<file path="config.mk">
export PLATFORM = sky130hd
export DESIGN_NAME = epd_power_seq
export DESIGN_NICKNAME = d
export VERILOG_FILES = /design/src/rtl/epd_seq_pkg.sv /design/src/rtl/seq_interval_timer.sv /design/src/rtl/pump_clock_gen.sv /design/src/rtl/seq_phase_fsm.sv /design/src/rtl/epd_power_seq.sv
export SDC_FILE = /design/constraint.sdc
export NUM_CORES = 1
export LEC_CHECK = 0
export BUFFER_PORTS_ARGS = -buffer_cell sky130_fd_sc_hd__buf_4
export CAP_MARGIN = 20
export CORE_AREA = 2 2 81 83
export CTS_CLUSTER_DIAMETER = 120
export DETAILED_ROUTE_END_ITERATION = 16
export DIE_AREA = 0 0 83 85
export RECOVER_POWER = 50
export SYNTH_ARGS = -nofsm -noshare
export SYNTH_HDL_FRONTEND = slang
export SYNTH_SLANG_ARGS = --single-unit
export TNS_END_PERCENT = 50
</file>
<file path="constraint.sdc">
create_clock -name clk -period 5.6 [get_ports clk]
set_clock_uncertainty 0.1 [all_clocks]
set_input_delay 0.56 -clock clk [delete_from_list [all_inputs] [get_ports clk]]
set_output_delay 0.56 -clock clk [all_outputs]
set_load 0.03 [all_outputs]
</file>
<file path="src/rtl/epd_seq_pkg.sv">
package epd_seq_pkg;

  typedef enum logic [2:0] {
    PH_STBY   = 3'd0,
    PH_LOGIC  = 3'd1,
    PH_SETTLE = 3'd2,
    PH_PREDRV = 3'd3,
    PH_XFER   = 3'd4,
    PH_SHOW   = 3'd5,
    PH_DOWN   = 3'd6
  } phase_e;

  function automatic int imax(input int a, input int b);
    return (a > b) ? a : b;
  endfunction

endpackage

</file>
<file path="src/rtl/seq_interval_timer.sv">
module seq_interval_timer #(
  parameter int TW = 8
) (
  input  logic          clk,
  input  logic          rst,
  input  logic          go,
  input  logic [TW-1:0] len,
  output logic          done
);

  logic [TW-1:0] cnt;
  logic          run;

  // done is high in the last cycle of a len-cycle interval started by go
  assign done = run && (cnt == '0);

  always_ff @(posedge clk) begin
    if (rst) begin
      cnt <= '0;
      run <= 1'b0;
    end else if (go) begin
      cnt <= len - 1'b1;
      run <= 1'b1;
    end else if (run) begin
      if (cnt == '0) run <= 1'b0;
      else           cnt <= cnt - 1'b1;
    end
  end

  // an expiry that is not followed by a reload is seen only once
  a_r8_done_single: assert property (@(posedge clk) disable iff (rst)
    (done && !go) |=> !done);

endmodule

</file>
<file path="src/rtl/pump_clock_gen.sv">
module pump_clock_gen #(
  parameter int HALF = 32
) (
  input  logic clk,
  input  logic rst,
  input  logic en,
  output logic pclk
);

  localparam int CW = $clog2(HALF + 1);

  logic [CW-1:0] cnt;

  always_ff @(posedge clk) begin
    if (rst || !en) begin
      cnt  <= '0;
      pclk <= 1'b0;
    end else if (cnt == CW'(HALF - 1)) begin
      cnt  <= '0;
      pclk <= ~pclk;
    end else begin
      cnt <= cnt + 1'b1;
    end
  end

  // the boost clock parks low once its enable is gone
  a_r4_low_when_off: assert property (@(posedge clk) disable iff (rst)
    !en |=> !pclk);

endmodule

</file>
<file path="src/rtl/seq_phase_fsm.sv">
module seq_phase_fsm
  import epd_seq_pkg::*;
#(
  parameter int TW          = 8,
  parameter int LOGIC_WAIT  = 4,
  parameter int SETTLE_TIME = 20,
  parameter int PREDRV_TIME = 6,
  parameter int DRIVE_TIME  = 15,
  parameter int HOLD_TIME   = 5,
  parameter int GAP_TIME    = 3,
  parameter int PREDRIVE_EN = 1
) (
  input  logic          clk,
  input  logic          rst,
  input  logic          start_req,
  input  logic          stby_req,
  input  logic          frame_ready,
  input  logic          tmr_done,
  output logic          tmr_go,
  output logic [TW-1:0] tmr_len,
  output phase_e        phase,
  output logic          logic_on,
  output logic          pump_on,
  output logic          clk_en,
  output logic          hold_low,
  output logic          disp_en,
  output logic          xfer_req
);

  phase_e     ph, nxt_ph;
  logic [1:0] sub, nxt_sub;
  logic       pend, want_down, to_down;

  // a request in the final cycle of a phase counts as well as a latched one
  assign want_down = pend | stby_req;
  assign phase     = ph;

  always_comb begin
    nxt_ph  = ph;
    nxt_sub = sub;
    tmr_go  = 1'b0;
    tmr_len = '0;
    to_down = 1'b0;
    case (ph)
      PH_STBY: begin
        if (start_req) begin
          nxt_ph  = PH_LOGIC;
          tmr_go  = 1'b1;
          tmr_len = TW'(LOGIC_WAIT);
        end
      end
      PH_LOGIC: begin
        if (tmr_done) begin
          if (want_down) to_down = 1'b1;
          else           nxt_ph  = PH_SETTLE;
        end
      end
      PH_SETTLE: begin
        if (sub == 2'd0) begin
          nxt_sub = 2'd1;
          tmr_go  = 1'b1;
          tmr_len = TW'(SETTLE_TIME);
        end else if (tmr_done) begin
          if (want_down) begin
            to_down = 1'b1;
          end else if (PREDRIVE_EN != 0) begin
            nxt_ph  = PH_PREDRV;
            tmr_go  = 1'b1;
            tmr_len = TW'(PREDRV_TIME);
          end else begin
            nxt_ph = PH_XFER;
          end
        end
      end
      PH_PREDRV: begin
        if (tmr_done) begin
          if (want_down) to_down = 1'b1;
          else           nxt_ph  = PH_XFER;
        end
      end
      PH_XFER: begin
        if (stby_req) begin
          to_down = 1'b1;
        end else if (frame_ready) begin
          nxt_ph  = PH_SHOW;
          tmr_go  = 1'b1;
          tmr_len = TW'(DRIVE_TIME);
        end
      end
      PH_SHOW: begin
        if (tmr_done) begin
          if (want_down) to_down = 1'b1;
          else           nxt_ph  = PH_XFER;
        end
      end
      PH_DOWN: begin
        if (tmr_done) begin
          if (sub == 2'd0) begin
            nxt_sub = 2'd1;
            tmr_go  = 1'b1;
            tmr_len = TW'(GAP_TIME);
          end else if (sub == 2'd1) begin
            nxt_sub = 2'd2;
            tmr_go  = 1'b1;
            tmr_len = TW'(GAP_TIME);
          end else begin
            nxt_ph = PH_STBY;
          end
        end
      end
      default: nxt_ph = PH_STBY;
    endcase
    if (nxt_ph != ph) nxt_sub = 2'd0;
    if (to_down) begin
      nxt_ph  = PH_DOWN;
      nxt_sub = 2'd0;
      tmr_go  = 1'b1;
      tmr_len = TW'(HOLD_TIME);
    end
  end

  always_ff @(posedge clk) begin
    if (rst) begin
      ph       <= PH_STBY;
      sub      <= 2'd0;
      pend     <= 1'b0;
      logic_on <= 1'b0;
      pump_on  <= 1'b0;
      clk_en   <= 1'b0;
      hold_low <= 1'b0;
      disp_en  <= 1'b0;
      xfer_req <= 1'b0;
    end else begin
      ph  <= nxt_ph;
      sub <= nxt_sub;
      if (nxt_ph == PH_DOWN && ph != PH_DOWN)
        pend <= 1'b0;
      else if (stby_req && ph != PH_STBY && ph != PH_DOWN)
        pend <= 1'b1;
      logic_on <= (nxt_ph != PH_STBY);
      if (nxt_ph == PH_SETTLE)
        pump_on <= 1'b1;
      else if (nxt_ph == PH_STBY || (nxt_ph == PH_DOWN && nxt_sub == 2'd2))
        pump_on <= 1'b0;
      if (nxt_ph == PH_SETTLE && nxt_sub == 2'd1)
        clk_en <= 1'b1;
      else if (nxt_ph == PH_STBY || (nxt_ph == PH_DOWN && nxt_sub != 2'd0))
        clk_en <= 1'b0;
      hold_low <= (nxt_ph == PH_PREDRV) || (nxt_ph == PH_DOWN && nxt_sub == 2'd0);
      disp_en  <= (nxt_ph == PH_PREDRV) || (nxt_ph == PH_SHOW) ||
                  (nxt_ph == PH_DOWN && nxt_sub == 2'd0);
      xfer_req <= (nxt_ph == PH_XFER);
    end
  end

  // the pump never runs with logic in standby
  a_r2_pump_needs_logic: assert property (@(posedge clk) disable iff (rst)
    pump_on |-> logic_on);
  // the boost clock is only enabled on a powered pump
  a_r2_clk_needs_pump: assert property (@(posedge clk) disable iff (rst)
    clk_en |-> pump_on);
  // logic is already up when the pump is switched on
  a_r3_logic_before_pump: assert property (@(posedge clk) disable iff (rst)
    $rose(pump_on) |-> $past(logic_on));
  // the pump is already off when logic drops
  a_r9_logic_last: assert property (@(posedge clk) disable iff (rst)
    $fell(logic_on) |-> !$past(pump_on));
  // the clock is already stopped when the pump drops
  a_r9_clk_before_pump: assert property (@(posedge clk) disable iff (rst)
    $fell(pump_on) |-> !$past(clk_en));
  // data is only shown while the pump clock runs
  a_r8_show_needs_clock: assert property (@(posedge clk) disable iff (rst)
    (disp_en && !hold_low) |-> clk_en);
  // only the seven defined phase codes occur
  a_r12_phase_legal: assert property (@(posedge clk) disable iff (rst)
    ph != phase_e'(3'd7));

endmodule

</file>
<file path="src/rtl/epd_power_seq.sv">
module epd_power_seq
  import epd_seq_pkg::*;
#(
  parameter int PUMP_HALF   = 32,
  parameter int LOGIC_WAIT  = 33,
  parameter int SETTLE_TIME = 197,
  parameter int PREDRV_TIME = 492,
  parameter int DRIVE_TIME  = 21300,
  parameter int HOLD_TIME   = 33,
  parameter int GAP_TIME    = 2,
  parameter int PREDRIVE_EN = 1
) (
  input  logic       clk,
  input  logic       rst,
  input  logic       start_req,
  input  logic       stby_req,
  input  logic       frame_ready,
  output logic       logic_on,
  output logic       pump_on,
  output logic       pump_clk,
  output logic       hold_low,
  output logic       disp_en,
  output logic       xfer_req,
  output logic [2:0] phase
);

  localparam int LONGEST = imax(imax(imax(LOGIC_WAIT, SETTLE_TIME),
                                     imax(PREDRV_TIME, DRIVE_TIME)),
                                imax(HOLD_TIME, GAP_TIME));
  localparam int TW = $clog2(LONGEST + 1);

  logic          tmr_go, tmr_done, clk_en;
  logic [TW-1:0] tmr_len;
  phase_e        fsm_phase;

  seq_phase_fsm #(
    .TW(TW), .LOGIC_WAIT(LOGIC_WAIT), .SETTLE_TIME(SETTLE_TIME),
    .PREDRV_TIME(PREDRV_TIME), .DRIVE_TIME(DRIVE_TIME),
    .HOLD_TIME(HOLD_TIME), .GAP_TIME(GAP_TIME), .PREDRIVE_EN(PREDRIVE_EN)
  ) u_fsm (
    .clk(clk), .rst(rst), .start_req(start_req), .stby_req(stby_req),
    .frame_ready(frame_ready), .tmr_done(tmr_done), .tmr_go(tmr_go),
    .tmr_len(tmr_len), .phase(fsm_phase), .logic_on(logic_on),
    .pump_on(pump_on), .clk_en(clk_en), .hold_low(hold_low),
    .disp_en(disp_en), .xfer_req(xfer_req)
  );

  seq_interval_timer #(.TW(TW)) u_timer (
    .clk(clk), .rst(rst), .go(tmr_go), .len(tmr_len), .done(tmr_done)
  );

  pump_clock_gen #(.HALF(PUMP_HALF)) u_pclk (
    .clk(clk), .rst(rst), .en(clk_en), .pclk(pump_clk)
  );

  assign phase = fsm_phase;

  // no boost clock edge reaches an unpowered pump
  a_r2_pclk_within_pump: assert property (@(posedge clk) disable iff (rst)
    pump_clk |-> pump_on);

endmodule

</file>
Word level (Yosys, flattened, before mapping)
Cells that the tools add are included.
Widths: inputs -> output; s select.
{"block": "classes", "n_addsub": 3, "n_eq_ne": 18, "n_mux": 59, "bitwise_logic": 2, "reduce_logical": 31}
{"cell": "$mux 15", "count": 10}
{"cell": "$pmux 15 s4", "count": 1}
{"cell": "$mux 3", "count": 14}
{"cell": "$sub 15x1->15 const B", "count": 2}
{"cell": "$mux 1", "count": 21}
{"cell": "$eq 3x3->1 const B", "count": 6}
{"cell": "$pmux 3 s6", "count": 1}
{"cell": "$logic_not 15->1", "count": 1}
{"cell": "$mux 2", "count": 7}
{"cell": "$eq 3x2->1 const B", "count": 4}
{"cell": "$mux 9", "count": 1}
{"cell": "$logic_and 1x1->1", "count": 8}
{"cell": "$reduce_bool 2->1", "count": 4}
{"cell": "$add 6x1->6 const B", "count": 1}
{"cell": "$eq 6x5->1 const B", "count": 1}
{"cell": "$logic_not 3->1", "count": 2}
{"cell": "$logic_or 1x1->1", "count": 6}
{"cell": "$mux 6", "count": 1}
{"cell": "$reduce_bool 3->1", "count": 2}
{"cell": "$reduce_or 2->1", "count": 3}
{"cell": "$eq 2x1->1 const B", "count": 2}
{"cell": "$logic_not 2->1", "count": 2}
{"cell": "$pmux 1 s4", "count": 1}
{"cell": "$pmux 2 s2", "count": 1}
{"cell": "11 further kinds", "count": 11}
{"block": "totals", "regBits": 35, "in_bits": 5, "out_inout_bits": 9, "word_cells": 126}

Longest topological paths before layout
Gate-level depths: netlist (run 1).
{"block": "depth", "ltp_word": 13, "ltp_mapped": 16, "mapped_depth_nobuf": 14}

Cells and area by module
From an unflattened synthesis (run 1), not the netlist that was laid out.
{"block": "hier_totals", "hier_cells": 283, "hier_area_um2": 2374.8}
{"module": "seq_interval_timer", "n_inst": 1, "cells_each": 138, "area_each_um2": 1161.1, "seq_area_each_um2": 320.3}
{"module": "seq_phase_fsm", "n_inst": 1, "cells_each": 116, "area_each_um2": 937.1, "seq_area_each_um2": 240.2}
{"module": "pump_clock_gen", "n_inst": 1, "cells_each": 29, "area_each_um2": 276.5, "seq_area_each_um2": 140.1}

Worst setup path after synthesis (run 1)
Ideal clock, no wire load.
{"block": "synth_path", "kind": "register -> register", "from": "reg u_fsm.ph[2] (netlist: u_fsm.phase[2])", "to": "reg u_timer.cnt[14]", "setup_ns": 0.135, "arrival_time_ns": 3.050, "required_ns": 5.365, "slack_ns": 2.315, "path_stages_with_launch": 15, "n_path_buf": 2, "period_less_slack_ns": 3.285, "cell_sequence": "dfxtp_1 -> buf_2 -> nor4b_1 -> nand2_1 -> nand2_1 -> nor3_2 -> and2_1 -> buf_6 -> a21oi_1 -> ha_1 -> and3_1 -> nand4b_4 -> or3_1 -> o211ai_1 -> a21oi_1"}
{"block": "synth_between", "elab_chain_len": 6, "word_cells_on_any_way": 18, "cone_classes": "1 x add/sub; 7 x eq/ne; 6 x mux; 4 x reduce/logical"}
{"element": "start, declared", "line": "seq_phase_fsm.sv:30", "source": "phase_e ph, nxt_ph;"}
{"element": "start signal, assigned", "line": "seq_phase_fsm.sv:134", "source": "ph <= nxt_ph;"}
{"element": "$eq 3x1->1, or another cell as far along", "line": "seq_phase_fsm.sv:44", "source": "case (ph)"}
{"element": "$reduce_or 3->1 (no source line)"}
{"element": "$pmux 1 s3", "line": "seq_phase_fsm.sv:44"}
{"element": "$mux 15 or $mux 1 (tied branches)", "line": "seq_phase_fsm.sv:114", "source": "if (to_down) begin"}
{"element": "$sub 15x1->15, or another cell as far along", "line": "seq_interval_timer.sv:22", "source": "cnt <= len - 1'b1;"}
{"element": "$mux 15 or $reduce_and 2->1 (tied branches)"}
{"element": "end signal, assigned", "line": "seq_interval_timer.sv:22"}
{"element": "end signal, assigned", "line": "seq_interval_timer.sv:26", "source": "else cnt <= cnt - 1'b1;"}
{"element": "end, declared", "line": "seq_interval_timer.sv:11", "source": "logic [TW-1:0] cnt;"}
Parallel ways exist; a longest one is shown, timed or not.
A chain may end at the register's enable or synchronous reset.

Worst setup path in the final report (run 1)
{"block": "layout_path", "from": "reg u_fsm.sub[0]", "to": "reg u_timer.cnt[14]"}
{"block": "layout_between", "elab_chain_len": 8, "word_cells_on_any_way": 21, "cone_classes": "1 x add/sub; 2 x eq/ne; 15 x mux; 3 x reduce/logical"}
{"element": "start, declared", "line": "seq_phase_fsm.sv:31", "source": "logic [1:0] sub, nxt_sub;"}
{"element": "start signal, assigned", "line": "seq_phase_fsm.sv:135", "source": "sub <= nxt_sub;"}
{"element": "$eq 2x1->1", "line": "seq_phase_fsm.sv:102", "source": "end else if (sub == 2'd1) begin"}
{"element": "$mux 2 or $mux 1 (tied branches)", "line": "seq_phase_fsm.sv:102"}
{"element": "$mux 15 or $mux 1 (tied branches)", "line": "seq_phase_fsm.sv:98", "source": "if (sub == 2'd0) begin"}
{"element": "$mux 15 or $mux 1 (tied branches)", "line": "seq_phase_fsm.sv:97", "source": "if (tmr_done) begin"}
{"element": "$pmux 15 s4 or $pmux 1 s4 (tied branches)", "line": "seq_phase_fsm.sv:44"}
{"element": "$mux 15 or $mux 1 (tied branches)", "line": "seq_phase_fsm.sv:114"}
{"element": "$sub 15x1->15, or another cell as far along", "line": "seq_interval_timer.sv:22"}
{"element": "$mux 15 or $reduce_and 2->1 (tied branches)"}
Parallel ways exist; a longest one is shown, timed or not.

==> results of run 1 <==
[cells by family after synthesis]
| kind of cell | count (synthesis) |
|---|---|
| xor+xnor | 9 |
| mux | 1 |
| fa+ha+maj | 5 |
| compound gates | 72 |
| simple gates | 150 |
| buf+inv | 17 |
| flops | 35 |
[critical path, cell delays in order (launching register included)]
cell	delay, ps
dfxtp_1	330
inv_1	100
ha_1	370
nor2b_1	80
o22ai_1	340
nor3_1	110
o211ai_1	490
nand2_1	320
o22ai_1	260
ha_1	240
and3_1	280
nand4b_4	160
or3_1	360
o211ai_1	180
a21oi_1	80
[placed cells by master, fill, tap and decap left out, drive strengths merged, types with 3 or more instances in the layout]
cell type	count
nand3b	3
and2	8
o22ai	4
clkbuf	15
a21oi	21
nor4	10
a31oi	3
xor2	6
and4	3
o21ai	13
or3b	3
or2	3
nand2	36
xnor2	3
ha	5
nor2	39
dfxtp	35
buf	3
nand3	7
o211ai	3
inv	8
o21a	3
nor2b	3
nor3	17
a21o	4
and3	4
nand4	6
[routing by layer]
| layer | vias up | GRT usage (%) |
|---|---|---|
| met5 | - | 0 |
| met4 | 0 | 5.216 |
| met3 | 15 | 3.988 |
| met2 | 89 | 27.13 |
| met1 | 1019 | 25.88 |
| li1 | 1089 | - |
[power by group]
group / leakage [nW] / switching, W / internal, W / total (W)
combinational: 0.567 / 0.000618 / 0.000353 / 0.000971
clock: 0.0581 / 0.000100 / 0.000133 / 0.000233
sequential: 0.285 / 0.000107 / 0.000311 / 0.000418
total: 0.910 / 0.000825 / 0.000797 / 0.00162
[layout make-up]
type | count | area (um^2)
multi-input combinational | 237 | 1574
clock buffer | 5 | 68.82
timing repair buffer | 13 | 60.06
fill | 618 | 3631
tap | 77 | 96.34
clock inverter | 3 | 43.79
sequential | 35 | 700.7
inverter | 8 | 30.03
[sequential cells by signal, indices dropped and copies added, names as in the netlist]
name / count
u_fsm.logic_on: 1
u_fsm.xfer_req: 1
u_timer.cnt: 15
u_fsm.pump_on: 1
u_fsm.clk_en: 1
u_timer.run: 1
u_pclk.pclk: 1
u_pclk.cnt: 6
u_fsm.phase: 3
u_fsm.hold_low: 1
u_fsm.sub: 2
u_fsm.pend: 1
u_fsm.disp_en: 1
[synthesized netlist by cell type, types with 2 or more instances]
cell and count:
o211ai_2 2, and3_1 3, inv_1 8, a31oi_1 3
nor3_2 3, o22ai_1 4, xor2_1 6, nand4_1 5
nor4_1 8, nand3_1 7, o311ai_0 2, buf_2 2
o21ai_0 10, buf_6 2, nand3b_1 3, ha_1 5
or2_2 3, o21a_1 3, clkbuf_1 2, and4_2 2
a41o_1 2, nor3_1 13, nand2_1 34, nor4b_1 2
and2_1 7, nor2_1 38, o211a_1 2, o21ai_1 3
xnor2_1 3, nor4_4 2, nor2b_1 3, dfxtp_1 35
a21oi_1 21, a21o_1 2
[final timing paths]
check / cells after the start / end / startpoint
min reg2reg: 1 / u_pclk.cnt[0]$_SDFF_PP0_ / u_pclk.cnt[0]$_SDFF_PP0_
max: 14 / u_timer.cnt[14]$_SDFFE_PP0P_ / u_fsm.sub[0]$_SDFF_PP0_
min: 1 / u_pclk.cnt[0]$_SDFF_PP0_ / u_pclk.cnt[0]$_SDFF_PP0_
max reg2reg: 14 / u_timer.cnt[14]$_SDFFE_PP0P_ / u_fsm.sub[0]$_SDFF_PP0_
[stage by stage]
step | hold slack, ps | total power, W
5_1_grt | 397.9 | 0.001744
6_report | 348.3 | 0.001622
2_1_floorplan | 317.6 | 0.001191
4_1_cts | 349.2 | 0.001631
3_5_place_dp | 336.5 | 0.001389
3_3_place_gp | 330.5 | 0.001397
==> impl_results.md, run 1 <==
* Final hold violations at 0
* Inst Count DP at 370
* Die Footprint at approximately 7100 um^2
* Critical path peak fanout at 9
* Outcome: completed
* Unrepaired setup endpoints after global routing: no
* Pre-antenna DRT Iters at 5
* Met2 wire len at around 2600 um
* Netlist Area Pre-Place at between 2000 and 2500 um^2
* WP data required at roughly 5600 ps
* Critical Path Start Type: flip-flop
* Crit. End Element: flip-flop
* Number of flops mapped to enable cells by yosys at 0
* Post-layout net count at 310
* Crit Path Class: reg -> reg
* Seq/Total Area, Yosys at between 20% and 30%
* CTS buffer count at 5
* CTS clk-pin slew, worst paths at roughly 80 ps
* Total clock sinks at 35
* First-pass GRT wire length at ~11000 um
* Synth Area in Adders at under 10%
* Number of setup buffers added after CTS at 0
* Metal3 WL at a little under 400 um
* Placement Setup Slack at approximately 1900 ps
* Critical Path AT at 4030 ps
* GRT Total Usage at 18.02%
* DR iter-0 viols at 330
* Pleak at a little over 0.9 nW
* Antenna violations before repair at 0
* Post-CTS sizing at 0
* I/O Pins at 14
* Die width at slightly above 80 um
* Final period util at roughly 70%
* Final setup violating endpoints at 0
* Pin count of the biggest net entering global routing at 23
* Post-synthesis mux area share at less than 1%
* Fmax at 0.2500 GHz
* Setup_tns at 0 ps
* Metal-1 WL at about 3000 um
* Cell area power density at approximately 630 nW/um^2
* Compound-cell area share of the yosys netlist at 23.50%
* Layout cells sized above 1 at between 10% and 20%
* Min Tclk post-route at about 4000 ps
* Final std cells w/o fill at roughly 380
* Hold buffer count at CTS at 0
* Largest family of logic cells by synthesized area: simple AND/OR/NAND/NOR gates
* Xor/xnor share of the synthesized area at under 10%
* Fin area at approximately 2600 um^2
* Core ar. at 6205 um^2
* Uppermost layer routed: met4
* Top cells by area, synth: dfxtp_1, nor2_1, nand2_1
* DR vias/cell at just under 6
* Die Y at between 80 and 90 um
* Min-Delay Path Class: reg -> reg
* Placement Cell Area at roughly 2500 um^2
* Clock root buffer: clkbuf_8
* Final wirelength at approximately 6000 um
* Area growth from synthesis to layout at 8.377%
* Antenna cells at 0
* Synth unique cells at 73
* # DRC at 0
* Fraction of the mapped netlist area in simple logic gates at between 30% and 40%
* Slew @ Worst Pin at around 1100 ps
* Placer Congestion at 0.9809
* Initial Util at about two fifths
* Ys flop type: dfxtp_1
* Post-Synthesis Cells at about 290
* Register-to-Register Setup Slack at about 1600 ps
* Worst setup margin at 1601 ps
* Syn avg cell area at about 8.2 um^2
* Slew Limit Fails at 0
* Mapped Nets at 299
* Leading area contributor after synthesis: dfxtp_1
* Post-route ant nets at 0
* Slew HR at about 29%
* Depth of the CTS H-tree at 2
* Maximum capacitance violations at 0
* Vias in the first global route at about 2100
* Wire per inst at 16.08 um
* Synth warn at 0
* Finished Core Util at 41.48%
* Port Buffers at 13
* TritonCTS clock tree: yes
* Fraction of registers with async set/reset at 0%
* Via count at roughly 2200
* Clock latency on the worst-skew pair at about 290 ps
* Yosys reg bits at 35
* FP Rows at 29
* Maximum vdd drop at 0.2032 mV
* Max clock buf depth at 2
* Synth top area share at approximately 30%
* Total gr overflow at 0
* DP HPWL at roughly 4400 um
Note: power is estimated with default switching activity, not from simulation.
==> run 2: changes to the inputs <==
- ABC_AREA: unset -> 1
- CORE_AREA: 2 2 81 83 -> 2 2 80 82
- DIE_AREA: 0 0 83 85 -> 0 0 82 84
- clock period: 5.6 -> 3.25 ns (I/O delays scaled with it)
==> impl_results.md, run 2 <==
* Outcome: completed
* Worst stage delay on the critical path at ~350 ps
* Max clock buf depth at 2
* Worst setup margin at around 400 ps
* Most common cell after layout, fill and taps aside: nand2_1
* Wire per inst at between 10 and 15 um
* Placer Congestion at 0.8686
* Clock root buffer: clkbuf_8
* Total gr overflow at 0
* CTS clk-pin slew, worst paths at about 80 ps
* DR iter-0 viols at roughly 160
* Total clock sinks at 35
* Final std cells w/o fill at about 470
* Seq. cell area at between 700 and 800 um^2
* Final wirelength at 6144 um
* Number of setup buffers added after CTS at 0
* Critical Path Start Type: flip-flop
* I/O Pins at 14
* Final setup violating endpoints at 0
* Pleak at around 1.3 nW
* TritonCTS clock tree: yes
* CP dominant cell by count: nand2_1
* Seq/Total Area, Yosys at around 30%
* Pin count of the biggest net entering global routing at 18
* Leading area contributor after synthesis: dfxtp_1
* Number of flops mapped to enable cells by yosys at 0
* Placement Cell Area at approximately 2500 um^2
* Mapped Nets at just under 400
* GRT Total Usage at 20.04%
* Most frequent cells in the layout: nand2_1, nor2_1, inv_1
* Post-route ant nets at 0
* Layout cells sized above 1 at between 10% and 20%
* WP data required at around 3400 ps
* Core ar. at between 6000 and 7000 um^2
* CTS buffer count at 5
* Number of fill cells in the layout at about 640
* First-pass GRT wire length at 10720 um
* Synth top area share at around 30%
* Vias in the first global route at 2284
* Slew Limit Fails at 0
* Critical Path AT at between 2000 and 3000 ps
* Depth of the CTS H-tree at 2
* Crit path buf inv count at 2
* FP Rows at 29
* Inst Count DP at between 400 and 500
* Largest register FFs at 15
* Synth warn at 0
* Crit Path Class: reg -> reg
* Min-Delay Path Class: in -> reg
* Critical path peak fanout at 6
* Final hold violations at 0
* Die width at 82 um
* Yosys reg bits at 35
* Post-CTS sizing at 0
* Maximum vdd drop at ~0.33 mV
* Final period util at between 80% and 90%
* Die Y at ~84 um
* Pre-antenna DRT Iters at 4
* Fmax at between 0.3 and 0.4 GHz
* Clock latency on the worst-skew pair at about 300 ps
* DR vias/cell at roughly 5
* Die Footprint at roughly 6900 um^2
* Ys flop type: dfxtp_1
* Area of the multi-input gates at roughly 1400 um^2
* Top-count cell post-synth: nand2_1
* Fin area at between 2000 and 3000 um^2
* Antenna violations before repair at 0
* Antenna cells at 0
* Initial Util at a little under 40%
* Top cells by area, synth: dfxtp_1, nand2_1, nor2_1
* Via count at between 2000 and 2500
* Cell area power density at a little over 600 nW/um^2
* # DRC at 0
* Slowest stage cell on the critical path: dfxtp_1
* Placement Setup Slack at a little over 500 ps
* Synth unique cells at 35
* Min Tclk post-route at between 2000 and 3000 ps
* Delay-heaviest family, CP: simple AND/OR/NAND/NOR gates
* Port Buffers at 13
* Area growth from synthesis to layout at 10.21%
* Synth cell count leaders: nand2_1, nor2_1, inv_1, dfxtp_1, nand3_1
* Syn avg cell area at between 6 and 7 um^2
* Netlist Area Pre-Place at around 2300 um^2
* Post-layout net count at roughly 410
* Power, Total at between 0.0015 and 0.002 W
* Crit. End Element: flip-flop
* Slew HR at a little under three fifths
* Slew @ Worst Pin at about 640 ps
* Post-Synthesis Cells at 380
* Largest register by flop count: u_timer.cnt
* Unrepaired setup endpoints after global routing: no
* Hold buffer count at CTS at 0
* Maximum capacitance violations at 0
* DP HPWL at 4634 um
* CP Cell Sequence: nor2_1, nand2_1, nor2_1, nand2_1, nor2_1, nand3_1, nand2_2, nor2_4, nand2_1, nand2_1, inv_1, ha_1, nand3_2, nor2_4, nand2_1, nand2_1, nand3_1, nand2_1, inv_1
* Setup_tns at 0 ps
* Fraction of registers with async set/reset at 0%
run 2: cell types whose count changed in the layout (fill, tap and decap cells not counted), moves of 5 or more:
cell / change
nand2_1: +54
inv_1: +48
nand3_1: +26
nor2_1: +22
o21ai_0: +10
a21oi_1: -9
nor2_2: +8
nor4_1: -8
and2_1: -7
inv_2: +7
nand4_1: +7
nor3_1: -7
xor2_1: -5
run 2: metrics by stage:
step	util (%)	hold WS, ps
floorplan	-	330.3
finish	42.32	211.7
global route	42.32	221.7
global placement	41.19	348.1
detailed placement	41.19	357.8
CTS	43.04	204.4
run 2: layer usage:
| layer | GRT usage [%] | routed length, um |
|---|---|---|
| met5 | 0 | 0 |
| met4 | 7.121 | 123 |
| met3 | 4.004 | 218 |
| met2 | 32.59 | 2879 |
| met1 | 25.86 | 2922 |
run 2: final cells by class:
| type | count | area share (%) |
|---|---|---|
| Inverter | 65 | 9.457 |
| Tap cell | 77 | 3.734 |
| Multi-Input combinational cell | 276 | 52.81 |
| Sequential cell | 35 | 27.16 |
| Clock buffer | 5 | 2.667 |
| Timing Repair Buffer | 13 | 2.473 |
| Clock inverter | 3 | 1.697 |
run 2: path summary, 6_finish.rpt:
kind | start | slack [ps] | cells after the start | endpoint
worst min-delay path | rst | 210 | 2 | u_timer.cnt[11]$_SDFFE_PP0P_
worst max register to register | u_timer.cnt[12]$_SDFFE_PP0P_ | 400 | 19 | u_timer.cnt[14]$_SDFFE_PP0P_
worst max-delay path | u_timer.cnt[12]$_SDFFE_PP0P_ | 400 | 19 | u_timer.cnt[14]$_SDFFE_PP0P_
worst min register to register | u_fsm.pump_on$_SDFFE_PP0P_ | 370 | 2 | u_fsm.pump_on$_SDFFE_PP0P_
run 2: where the power goes:
part | switching, W | internal [W]
logic | 0.000435 | 0.000202
registers | 0.0000576 | 0.000491
clock network | 0.000182 | 0.000229
run 2: worst register-to-register path, delay by kind of cell, from the launching register on:
family	cells	cell delay (ps)
fa+ha+maj	1	210
buf+inv	2	140
flops	1	350
simple gates	16	1960
run 2: kinds of logic (layout without fill, tap and decap cells):
| family | Yosys count | after routing | synth area share (%) |
|---|---|---|---|
| AOI/OAI and AO/OA | 44 | 44 | 10.80 |
| xor gates and xnor gates | 2 | 2 | 0.7484 |
| adders and majority gates | 5 | 5 | 2.672 |
| buffers and inverters | 69 | 86 | 11.44 |
| DFF | 35 | 35 | 29.93 |
| and+or+nand+nor | 225 | 225 | 44.41 |
==> run 3: changes to the inputs <==
- CAP_MARGIN: 20 -> unset
- PLACE_DENSITY: unset -> 0.59
==> impl_results.md, run 3 (synthesis results as in run 2) <==
* Hold Crit Depth at 2
* WHS at 223.0 ps
* Final period util at 87.63%
* Pleak at 1.257 nW
* CTS buffer count at 5
* Die Y at between 80 and 90 um
* Final setup violating endpoints at 0
* DP HPWL at ~4600 um
* Hold_sp: rst
* Finished Core Util at about 42%
* DR iter-0 viols at roughly 140
* DR vias/cell at about 5
* Post-layout net count at roughly 410
* Critical Path Start Type: flip-flop
* Crit. End Element: flip-flop
* Slew HR at between 50% and 60%
* Core ar. at 6096 um^2
* # DRC at 0
* Slowest stage cell on the critical path: dfxtp_1
* Register-to-Register Setup Slack at roughly 400 ps
* Maximum capacitance violations at 0
* TritonCTS clock tree: yes
* Largest register FFs at 15
* Pre-antenna DRT Iters at 5
* Worst R2R End: u_timer.cnt[12]$_SDFFE_PP0P_
* Via count at roughly 2400
* Antenna cells at 0
* Number of setup buffers added after CTS at 0
* Die Footprint at 6888 um^2
* Initial Util at between 30% and 40%
* First-pass GRT wire length at 10180 um
* Critical path peak fanout at 16
* Post-CTS sizing at 0
* Worst R2R Start: u_fsm.sub[0]$_SDFF_PP0_
* WP data required at between 3000 and 4000 ps
* Outcome: completed
* Area of the multi-input gates at between 1000 and 1500 um^2
* Maximum vdd drop at about 0.24 mV
* R2R cell count at 19
* Area growth from synthesis to layout at 9.514%
* Most frequent cells in the layout: nand2_1, nor2_1, inv_1
* Min Tclk post-route at around 2800 ps
* Antenna violations before repair at 0
* Fmax at 0.3511 GHz
* Crit path buf inv count at 6
* Layout cells sized above 1 at between 10% and 20%
* Final hold violations at 0
* WHS Endpoint: u_timer.cnt[11]$_SDFFE_PP0P_
* Final wirelength at about 6000 um
* Min-Delay Path Class: in -> reg
* Setup_tns at 0 ps
* Unrepaired setup endpoints after global routing: no
* Post-route ant nets at 0
* Total clock sinks at 35
* Clock latency on the worst-skew pair at 300 ps
* Pin count of the biggest net entering global routing at 18
* Crit Path Class: reg -> reg
* Seq. cell area at approximately 700 um^2
* Clock root buffer: clkbuf_8
* Wire per inst at ~13 um
* Critical Path AT at 2950 ps
* Largest register by flop count: u_timer.cnt
* Hold buffer count at CTS at 0
* Number of fill cells in the layout at about 650
* Port Buffers at 13
* Max clock buf depth at 2
* I/O Pins at 14
* Depth of the CTS H-tree at 2
* Placer Congestion at around 0.91
* Worst stage delay on the critical path at approximately 380 ps
* CTS clk-pin slew, worst paths at 90 ps
* Slew @ Worst Pin at between 600 and 700 ps
* Cell area power density at 596.8 nW/um^2
* Vias in the first global route at about 2200
* Slew Limit Fails at 0
* Total gr overflow at 0
* Delay-heaviest family, CP: simple AND/OR/NAND/NOR gates
* Most common cell after layout, fill and taps aside: nand2_1
* CP Cell Sequence: inv_1, ha_1, inv_1, nand2_1, a21oi_1, nand4_1, nand2_1, nand2_4, inv_1, nor2_1, nand2_1, inv_1, ha_1, nand3_2, clkinv_1, nand3_1, nand3_1, nand2_1, inv_1
* FP Rows at 29
* Die width at 82 um
* GRT Total Usage at approximately a fifth
* CP dominant cell by count: inv_1
-- run 3: cell types whose count changed in the layout (fill, tap and decap cells not counted) --
cell / before / now
clkinv_4: 1 / 0
clkinvlp_4: 0 / 2
bufinv_16: 1 / 0
nor2_4: 3 / 4
nor2_1: 60 / 59
-- run 3: worst max-delay path by stage --
stage,startpoint,to,slack [ps],cells past startpoint
after floorplan,u_fsm.phase[1]$_SDFF_PP0_,u_timer.cnt[12]$_SDFFE_PP0P_,840,18
after global placement,u_fsm.sub[0]$_SDFF_PP0_,u_timer.cnt[12]$_SDFFE_PP0P_,580,19
after detailed placement,u_fsm.sub[0]$_SDFF_PP0_,u_timer.cnt[12]$_SDFFE_PP0P_,470,19
after CTS,u_fsm.sub[0]$_SDFF_PP0_,u_timer.cnt[12]$_SDFFE_PP0P_,450,19
after global routing,u_timer.cnt[10]$_SDFFE_PP0P_,u_timer.cnt[14]$_SDFFE_PP0P_,170,17
final,u_fsm.sub[0]$_SDFF_PP0_,u_timer.cnt[12]$_SDFFE_PP0P_,400,19
-- run 3: area by class of cell --
cell class,count,area share [%]
Multi-Input combinational cell,276,53.44
Timing Repair Buffer,13,2.489
Sequential cell,35,27.33
Clock buffer,5,2.684
Clock inverter,3,0.7809
Tap cell,77,3.758
Inverter,65,9.517
-- run 3: power by group --
part	switching, W	internal, W
Clock	0.000194	0.000150
Sequential	0.0000589	0.000491
Combinational	0.000435	0.000202
-- run 3: routing by layer --
metal / global-route usage, % / up-vias / share of wire [%]
met1: 24.44 / 1080 / 47
li1: - / 1238 / -
met5: 0 / - / 0
met4: 8.788 / 0 / 2.9
met2: 29.93 / 61 / 44
met3: 5.195 / 17 / 5.5
-- run 3: metrics by stage --
| step | instance area (um^2) | setup WS, ps | std cells | power, W |
|---|---|---|---|---|
| after CTS | 2600 | 447.2 | 474 | 0.001534 |
| after global placement | 2511 | 580.2 | 466 | 0.001195 |
| after global routing | 2564 | 166.4 | 474 | 0.001651 |
| final | 2564 | 402.1 | 474 | 0.001530 |
| after floorplan | 2341 | 844.1 | 380 | 0.001046 |
| after detailed placement | 2511 | 474.8 | 466 | 0.001193 |
